## src/rtl/plm_pkg.sv

```systemverilog
// Shared defaults and types for the synthesizer lock monitor.
// Assumes all logic runs on the crystal clock.
package plm_pkg;
    localparam int unsigned DEF_DIV_RATIO = 64;
    localparam int unsigned DEF_LOCK_RUN  = 8;
    localparam int unsigned DEF_MAX_WIDTH = 1;
    localparam int unsigned DEF_SYNC      = 2;
    localparam int unsigned DEF_NPORT     = 3;

    // Index of each port bit; routing in test mode depends on these.
    localparam int unsigned PORT_LOW  = 0;
    localparam int unsigned PORT_MID  = 1;
endpackage

```

## src/rtl/plm_ref_divider.sv

```systemverilog
// Reference divider: counts crystal cycles modulo DIV_RATIO.
// Emits a one-cycle strobe in the last cycle of each period and a
// square reference signal, low for the first half and high for the second.
// Assumes DIV_RATIO >= 4.
module plm_ref_divider #(
    parameter int unsigned DIV_RATIO = plm_pkg::DEF_DIV_RATIO
) (
    input  logic clk,
    input  logic rst_n,
    output logic strobe_o,
    output logic ref_o
);
    localparam int unsigned CW   = $clog2(DIV_RATIO);
    localparam int unsigned LAST = DIV_RATIO - 1;
    localparam int unsigned HALF = DIV_RATIO / 2;

    logic [CW-1:0] cnt_q;

    // Period counter, wraps at DIV_RATIO-1.
    always_ff @(posedge clk) begin
        if (!rst_n) begin
            cnt_q <= '0;
        end else if (cnt_q == CW'(LAST)) begin
            cnt_q <= '0;
        end else begin
            cnt_q <= cnt_q + 1'b1;
        end
    end

    // Strobe and reference level decoded from the count.
    always_comb begin
        strobe_o = (cnt_q == CW'(LAST));
        ref_o    = (cnt_q >= CW'(HALF));
    end

    p_count_range_r2: assert property (@(posedge clk) disable iff (!rst_n)
        cnt_q <= CW'(LAST));
    p_strobe_single_r2: assert property (@(posedge clk) disable iff (!rst_n)
        strobe_o |=> (!strobe_o && cnt_q == '0));
endmodule

```

## src/rtl/plm_width_check.sv

```systemverilog
// Pulse-width checker: synchronizes the up and down pump pulses, ORs
// them and counts consecutive high crystal cycles. Flags a violation in
// every cycle where the OR has been high longer than MAX_WIDTH cycles.
// Assumes pump inputs are asynchronous to clk.
module plm_width_check #(
    parameter int unsigned SYNC_STAGES = plm_pkg::DEF_SYNC,
    parameter int unsigned MAX_WIDTH   = plm_pkg::DEF_MAX_WIDTH
) (
    input  logic clk,
    input  logic rst_n,
    input  logic pump_up,
    input  logic pump_dn,
    output logic viol_o
);
    localparam int unsigned RW = $clog2(MAX_WIDTH + 1) + 1;

    logic [SYNC_STAGES-1:0] up_sync_q;
    logic [SYNC_STAGES-1:0] dn_sync_q;
    logic                   pulse;
    logic [RW-1:0]          run_q;

    // First synchronizer stage samples the raw pump lines.
    always_ff @(posedge clk) begin
        if (!rst_n) begin
            up_sync_q[0] <= 1'b0;
            dn_sync_q[0] <= 1'b0;
        end else begin
            up_sync_q[0] <= pump_up;
            dn_sync_q[0] <= pump_dn;
        end
    end

    // Remaining synchronizer stages.
    for (genvar s = 1; s < SYNC_STAGES; s++) begin : g_sync
        always_ff @(posedge clk) begin
            if (!rst_n) begin
                up_sync_q[s] <= 1'b0;
                dn_sync_q[s] <= 1'b0;
            end else begin
                up_sync_q[s] <= up_sync_q[s-1];
                dn_sync_q[s] <= dn_sync_q[s-1];
            end
        end
    end

    assign pulse = up_sync_q[SYNC_STAGES-1] | dn_sync_q[SYNC_STAGES-1];

    // Run length of the combined pulse, saturating at MAX_WIDTH.
    always_ff @(posedge clk) begin
        if (!rst_n) begin
            run_q <= '0;
        end else if (!pulse) begin
            run_q <= '0;
        end else if (run_q < RW'(MAX_WIDTH)) begin
            run_q <= run_q + 1'b1;
        end
    end

    // Too wide: still high after MAX_WIDTH high cycles.
    always_comb viol_o = pulse && (run_q >= RW'(MAX_WIDTH));

    p_run_saturates_r4: assert property (@(posedge clk) disable iff (!rst_n)
        run_q <= RW'(MAX_WIDTH));
    p_viol_needs_pulse_r6: assert property (@(posedge clk) disable iff (!rst_n)
        viol_o |-> $past(up_sync_q[SYNC_STAGES-1] | dn_sync_q[SYNC_STAGES-1]));
endmodule

```

## src/rtl/plm_lock_track.sv

```systemverilog
// Lock tracker: keeps a sticky per-period violation bit and a
// saturating count of clean reference periods. Clears the flag on any
// violation; sets it when the count reaches LOCK_RUN at a period strobe.
// Assumes strobe_i is one cycle wide and periodic.
module plm_lock_track #(
    parameter int unsigned LOCK_RUN = plm_pkg::DEF_LOCK_RUN
) (
    input  logic clk,
    input  logic rst_n,
    input  logic strobe_i,
    input  logic viol_i,
    output logic lock_o
);
    localparam int unsigned NW = $clog2(LOCK_RUN + 1);

    logic [NW-1:0] clean_q;
    logic          bad_q;
    logic          lock_q;
    logic          period_bad;

    assign period_bad = bad_q | viol_i;

    // Clean-period counter and per-period violation memory.
    always_ff @(posedge clk) begin
        if (!rst_n) begin
            clean_q <= '0;
            bad_q   <= 1'b0;
        end else if (strobe_i) begin
            bad_q <= 1'b0;
            if (period_bad) begin
                clean_q <= '0;
            end else if (clean_q < NW'(LOCK_RUN)) begin
                clean_q <= clean_q + 1'b1;
            end
        end else if (viol_i) begin
            bad_q   <= 1'b1;
            clean_q <= '0;
        end
    end

    // Lock flag: fast clear, slow set.
    always_ff @(posedge clk) begin
        if (!rst_n) begin
            lock_q <= 1'b0;
        end else if (viol_i) begin
            lock_q <= 1'b0;
        end else if (strobe_i && !bad_q && clean_q == NW'(LOCK_RUN - 1)) begin
            lock_q <= 1'b1;
        end
    end

    assign lock_o = lock_q;

    p_clear_on_wide_r4: assert property (@(posedge clk) disable iff (!rst_n)
        viol_i |=> !lock_o);
    p_set_on_strobe_r3: assert property (@(posedge clk) disable iff (!rst_n)
        $rose(lock_o) |-> $past(strobe_i));
    p_count_capped_r11: assert property (@(posedge clk) disable iff (!rst_n)
        clean_q <= NW'(LOCK_RUN));
    p_wide_restarts_r11: assert property (@(posedge clk) disable iff (!rst_n)
        (viol_i && !strobe_i) |=> (clean_q == '0 && bad_q));
endmodule

```

## src/rtl/plm_port_ctl.sv

```systemverilog
// Port and current-select register stage. Outside test mode every port
// follows its software bit; in test mode the low port carries the
// reference and the mid port the divided input. All outputs are registered.
// Assumes NPORT >= 2.
module plm_port_ctl #(
    parameter int unsigned NPORT = plm_pkg::DEF_NPORT
) (
    input  logic             clk,
    input  logic             rst_n,
    input  logic             cur_sel_i,
    input  logic             test_i,
    input  logic             ref_i,
    input  logic             div_i,
    input  logic [NPORT-1:0] bits_i,
    output logic             cur_sel_o,
    output logic [NPORT-1:0] port_o
);
    logic [NPORT-1:0] port_d;

    // Test routing for the two probe ports; the rest pass through.
    always_comb begin
        port_d = bits_i;
        if (test_i) begin
            port_d[plm_pkg::PORT_LOW] = ref_i;
            port_d[plm_pkg::PORT_MID] = div_i;
        end
    end

    // Output registers.
    always_ff @(posedge clk) begin
        if (!rst_n) begin
            cur_sel_o <= 1'b0;
            port_o    <= '0;
        end else begin
            cur_sel_o <= cur_sel_i;
            port_o    <= port_d;
        end
    end

    p_cur_sel_follows_r8: assert property (@(posedge clk) disable iff (!rst_n)
        $past(rst_n) |-> cur_sel_o == $past(cur_sel_i));
    p_plain_ports_r9: assert property (@(posedge clk) disable iff (!rst_n)
        ($past(rst_n) && !$past(test_i)) |-> port_o == $past(bits_i));
    p_test_mid_r10: assert property (@(posedge clk) disable iff (!rst_n)
        ($past(rst_n) && $past(test_i)) |-> port_o[plm_pkg::PORT_MID] == $past(div_i));
endmodule

```

## src/rtl/pll_lock_monitor.sv

```systemverilog
// Top of the synthesizer lock monitor. Wires the reference divider, the
// pump pulse-width checker, the lock tracker and the port register stage.
// Assumes clk is the crystal clock and reset is synchronous, active low.
module pll_lock_monitor #(
    parameter int unsigned DIV_RATIO   = plm_pkg::DEF_DIV_RATIO,
    parameter int unsigned LOCK_RUN    = plm_pkg::DEF_LOCK_RUN,
    parameter int unsigned MAX_WIDTH   = plm_pkg::DEF_MAX_WIDTH,
    parameter int unsigned SYNC_STAGES = plm_pkg::DEF_SYNC,
    parameter int unsigned NPORT       = plm_pkg::DEF_NPORT
) (
    input  logic             clk,
    input  logic             rst_n,
    input  logic             pump_up,
    input  logic             pump_dn,
    input  logic             div_in,
    input  logic             cur_sel_bit,
    input  logic             test_en,
    input  logic [NPORT-1:0] port_bits,
    output logic             lock_flag,
    output logic             pump_cur_sel,
    output logic [NPORT-1:0] port_out
);
    logic ref_strobe;
    logic ref_level;
    logic wide_viol;

    plm_ref_divider #(.DIV_RATIO(DIV_RATIO)) u_div (
        .clk      (clk),
        .rst_n    (rst_n),
        .strobe_o (ref_strobe),
        .ref_o    (ref_level)
    );

    plm_width_check #(.SYNC_STAGES(SYNC_STAGES), .MAX_WIDTH(MAX_WIDTH)) u_width (
        .clk     (clk),
        .rst_n   (rst_n),
        .pump_up (pump_up),
        .pump_dn (pump_dn),
        .viol_o  (wide_viol)
    );

    plm_lock_track #(.LOCK_RUN(LOCK_RUN)) u_lock (
        .clk      (clk),
        .rst_n    (rst_n),
        .strobe_i (ref_strobe),
        .viol_i   (wide_viol),
        .lock_o   (lock_flag)
    );

    plm_port_ctl #(.NPORT(NPORT)) u_port (
        .clk       (clk),
        .rst_n     (rst_n),
        .cur_sel_i (cur_sel_bit),
        .test_i    (test_en),
        .ref_i     (ref_level),
        .div_i     (div_in),
        .bits_i    (port_bits),
        .cur_sel_o (pump_cur_sel),
        .port_o    (port_out)
    );

    p_reset_quiet_r1: assert property (@(posedge clk)
        !$past(rst_n) |-> (!lock_flag && !pump_cur_sel && port_out == '0));
endmodule

```

## config.mk

```make
export PLATFORM = sky130hd
export DESIGN_NAME = pll_lock_monitor
export DESIGN_NICKNAME = d
export VERILOG_FILES = /design/src/rtl/plm_pkg.sv /design/src/rtl/plm_ref_divider.sv /design/src/rtl/plm_width_check.sv /design/src/rtl/plm_lock_track.sv /design/src/rtl/plm_port_ctl.sv /design/src/rtl/pll_lock_monitor.sv
export SDC_FILE = /design/constraint.sdc
export NUM_CORES = 1
export LEC_CHECK = 0
export CAP_MARGIN = 20
export CORE_UTILIZATION = 60
export CTS_CLUSTER_DIAMETER = 60
export DETAILED_ROUTE_END_ITERATION = 16
export DONT_BUFFER_PORTS = 1
export PLACE_DENSITY_LB_ADDON = 0.25
export SYNTH_ARGS = -nofsm -noshare
export SYNTH_HDL_FRONTEND = slang
export SYNTH_SLANG_ARGS = --single-unit
```

## constraint.sdc

```tcl
create_clock -name clk -period 3.9 [get_ports clk]
set_clock_uncertainty 0.2 [all_clocks]
set_input_delay 0.78 -clock clk [delete_from_list [all_inputs] [get_ports clk]]
set_output_delay 0.78 -clock clk [all_outputs]
set_load 0.02 [all_outputs]
```

==> metrics.yaml <==
grt_max_degree: 14
drtIter0Drc: 11
seq_power_share: 0.559
drive_above_1_share: 0.117
drt_first_pass_iters: 4
num_vias: 632
cts-resized-gates: 0
io_pins: 15
power_switching_mw: 0.0847
ys_seq_area_frac: 0.489
netlist-cell-type-count: 31
dieWidth_um: 40.8
grt_use_total: 0.189
netlist_area_um2: 901
tns_ns: 0
wl_per_cell_um: 13.0
yosysTopAreaCellShare: 0.489
drt.antenna.violating_nets: 0
reg2reg_slack_ns: 2.25
path_clk_slew_ns: 0.12
power_frac_clock: 0.398
grt_pass1_wl_um: 2040
clk_latency_ns: 0.30
nets: 110
wl_um: 1420
maxCapViolCount: 0
initial_core_util: 0.667
drc: 0
fp.dieH_um: 40.8
finalHoldViolCount: 0
netlist_instances: 90
fmax_mhz: 573
cts_max_level: 1
switching_share: 0.197
synth_edf_count: 0
synth.most_common_cell: "dfxtp_1"
setup_viol: 0
vias_per_cell: 5.80
synthTopCellsByCount: "dfxtp_1, nor2_1, inv_1"
cp-start-kind: "flip-flop"
dp_hpwl_um: 1030
power.leakage_nw: 0.372
rows: 13
clkSinkCount: 22
critPathCaptureType: "primary output"
critical_path_class: "flip-flop to primary output"
post-route-period-util: 0.448
cp.required_ns: 2.92
max_slew_margin: 0.694
ys_seq_elements: 22
hold_path.class: "flip-flop to flip-flop"
synth_fp_nets: 105
rsz0062_at_grt: "no"
cts_tree: "done"
synthFlopType: "dfxtp_1"
finalCriticalPeriod_ns: 1.75
area_delta_synth_final_pct: 7.92
slew_viol_final: 0
power_frac_comb: 0.043
status: "complete, no violations"
dieArea_mm2: 0.00166
gp_congestion: 0.815
yosys-top-cells-area: "dfxtp_1, ha_1, and2_1, nor2_1, a32o_1"
io_buffers: 0
yosysWarningCount: 0
antenna_found_initial: 0
cp_data_arrival_time_ns: 0.77
clockBufferDepth: 2
path_max_fanout: 2
yosysTopAreaCell: "dfxtp_1"
dpl_cell_area_um2: 920
grt_overflow: 0
n_antenna_cell: 0
worst-slew-pin-transition_ns: 0.455
synth.avg_cell_area_um2: 10.0
internal_power_mw: 0.345
powerDensity_mw_per_mm2: 442
grt_pass1_vias: 531
core_mm2: 0.00135
root_buffer: "clkbuf_4"
vdd_ir_drop_max_mv: 0.254
cts_hold_buf: 0
async_flop_share: 0
cts_buffers: 3
post_cts_buffers: 0
fin_area_um2: 972
## final timing paths
path | start | end | cells past startpoint
worst max-delay path | u_lock.lock_o | lock_flag | 0
worst min-delay path | u_width.dn_sync_q[0] | u_width.dn_sync_q[1] | 1
worst max register to register | u_div.cnt_q[0] | u_lock.bad_q | 4
worst min register to register | u_width.dn_sync_q[0] | u_width.dn_sync_q[1] | 1
## area by class of cell
class / instances / area [um2]
fillers: 107 / 378
clock buffers: 3 / 22.5
clock inverters: 1 / 30.0
flip-flops and latches: 22 / 440
multi-input cells: 61 / 434
inverters: 7 / 26.3
well taps: 15 / 18.8
## kinds of logic (layout without fill, tap and decap cells)
kind of cell	after synthesis	after routing	share of synthesized area
flip-flops	22	22	0.489
buffers and inverters	7	11	0.0292
XOR/XNOR	4	4	0.0389
adder cells (fa/ha/maj)	5	5	0.0694
multiplexers	3	3	0.0333
AO/OA/AOI/OAI	13	13	0.115
AND/OR/NAND/NOR	36	36	0.225
## state kept, by name (all words and copies together) (netlist names)
signal / count
u_port.port_o: 3
u_width.up_sync_q: 2
u_lock.lock_o: 1
u_width.dn_sync_q: 2
u_lock.bad_q: 1
u_width.run_q: 2
u_lock.clean_q: 4
u_div.cnt_q: 6
u_port.cur_sel_o: 1
## metrics by stage
stage	setup slack (ns)	instances	power (mW)	hold slack, ns	util
floorplan	2.35	90	0.260	0.212	-
global placement	2.30	105	0.263	0.217	0.681
detailed placement	2.26	105	0.264	0.233	0.681
CTS	2.15	109	0.433	0.261	0.720
global route	2.11	109	0.443	0.280	0.720
finish	2.15	109	0.430	0.255	0.720
## power by group through the flow
stage               Sequential (mW)  Clock, mW  Combinational [mW]
floorplan                     0.244          0              0.0157
global placement              0.245          0              0.0178
detailed placement            0.245          0              0.0188
CTS                           0.240      0.174              0.0189
global route                  0.242      0.180              0.0213
finish                        0.240      0.171              0.0186
## cell usage in the layout (no fill, tap or decap)
cell type and count:
a21oi_1 1, a32o_1 3, and2_1 6, and3_1 1, bufinv_16 1, clkbuf_4 3
dfxtp_1 22, ha_1 5, inv_1 7, mux2i_1 3, nand2_1 3, nand2_2 1
nand2b_1 2, nand3_1 3, nand3_2 1, nand4b_1 2, nor2_1 10, nor2_2 1
nor3_1 1, nor3_2 1, nor4_1 1, o21a_1 1, o21ai_0 3, o21ba_2 1
o221a_1 1, o2bb2ai_1 1, o31ai_1 1, o41ai_1 1, or2_2 1, or2_4 1
or3_1 1, xnor2_1 2, xor2_1 2
## metal layers
metal,up-vias,share of wire,track usage,routed length (um)
li1,319,-,-,-
met1,291,0.48,0.232,681
met2,20,0.47,0.310,671
met3,2,0.039,0.0380,56
met4,0,0.0077,0.100,11
met5,-,0,0,0
Power figures use the tool's default switching activity.
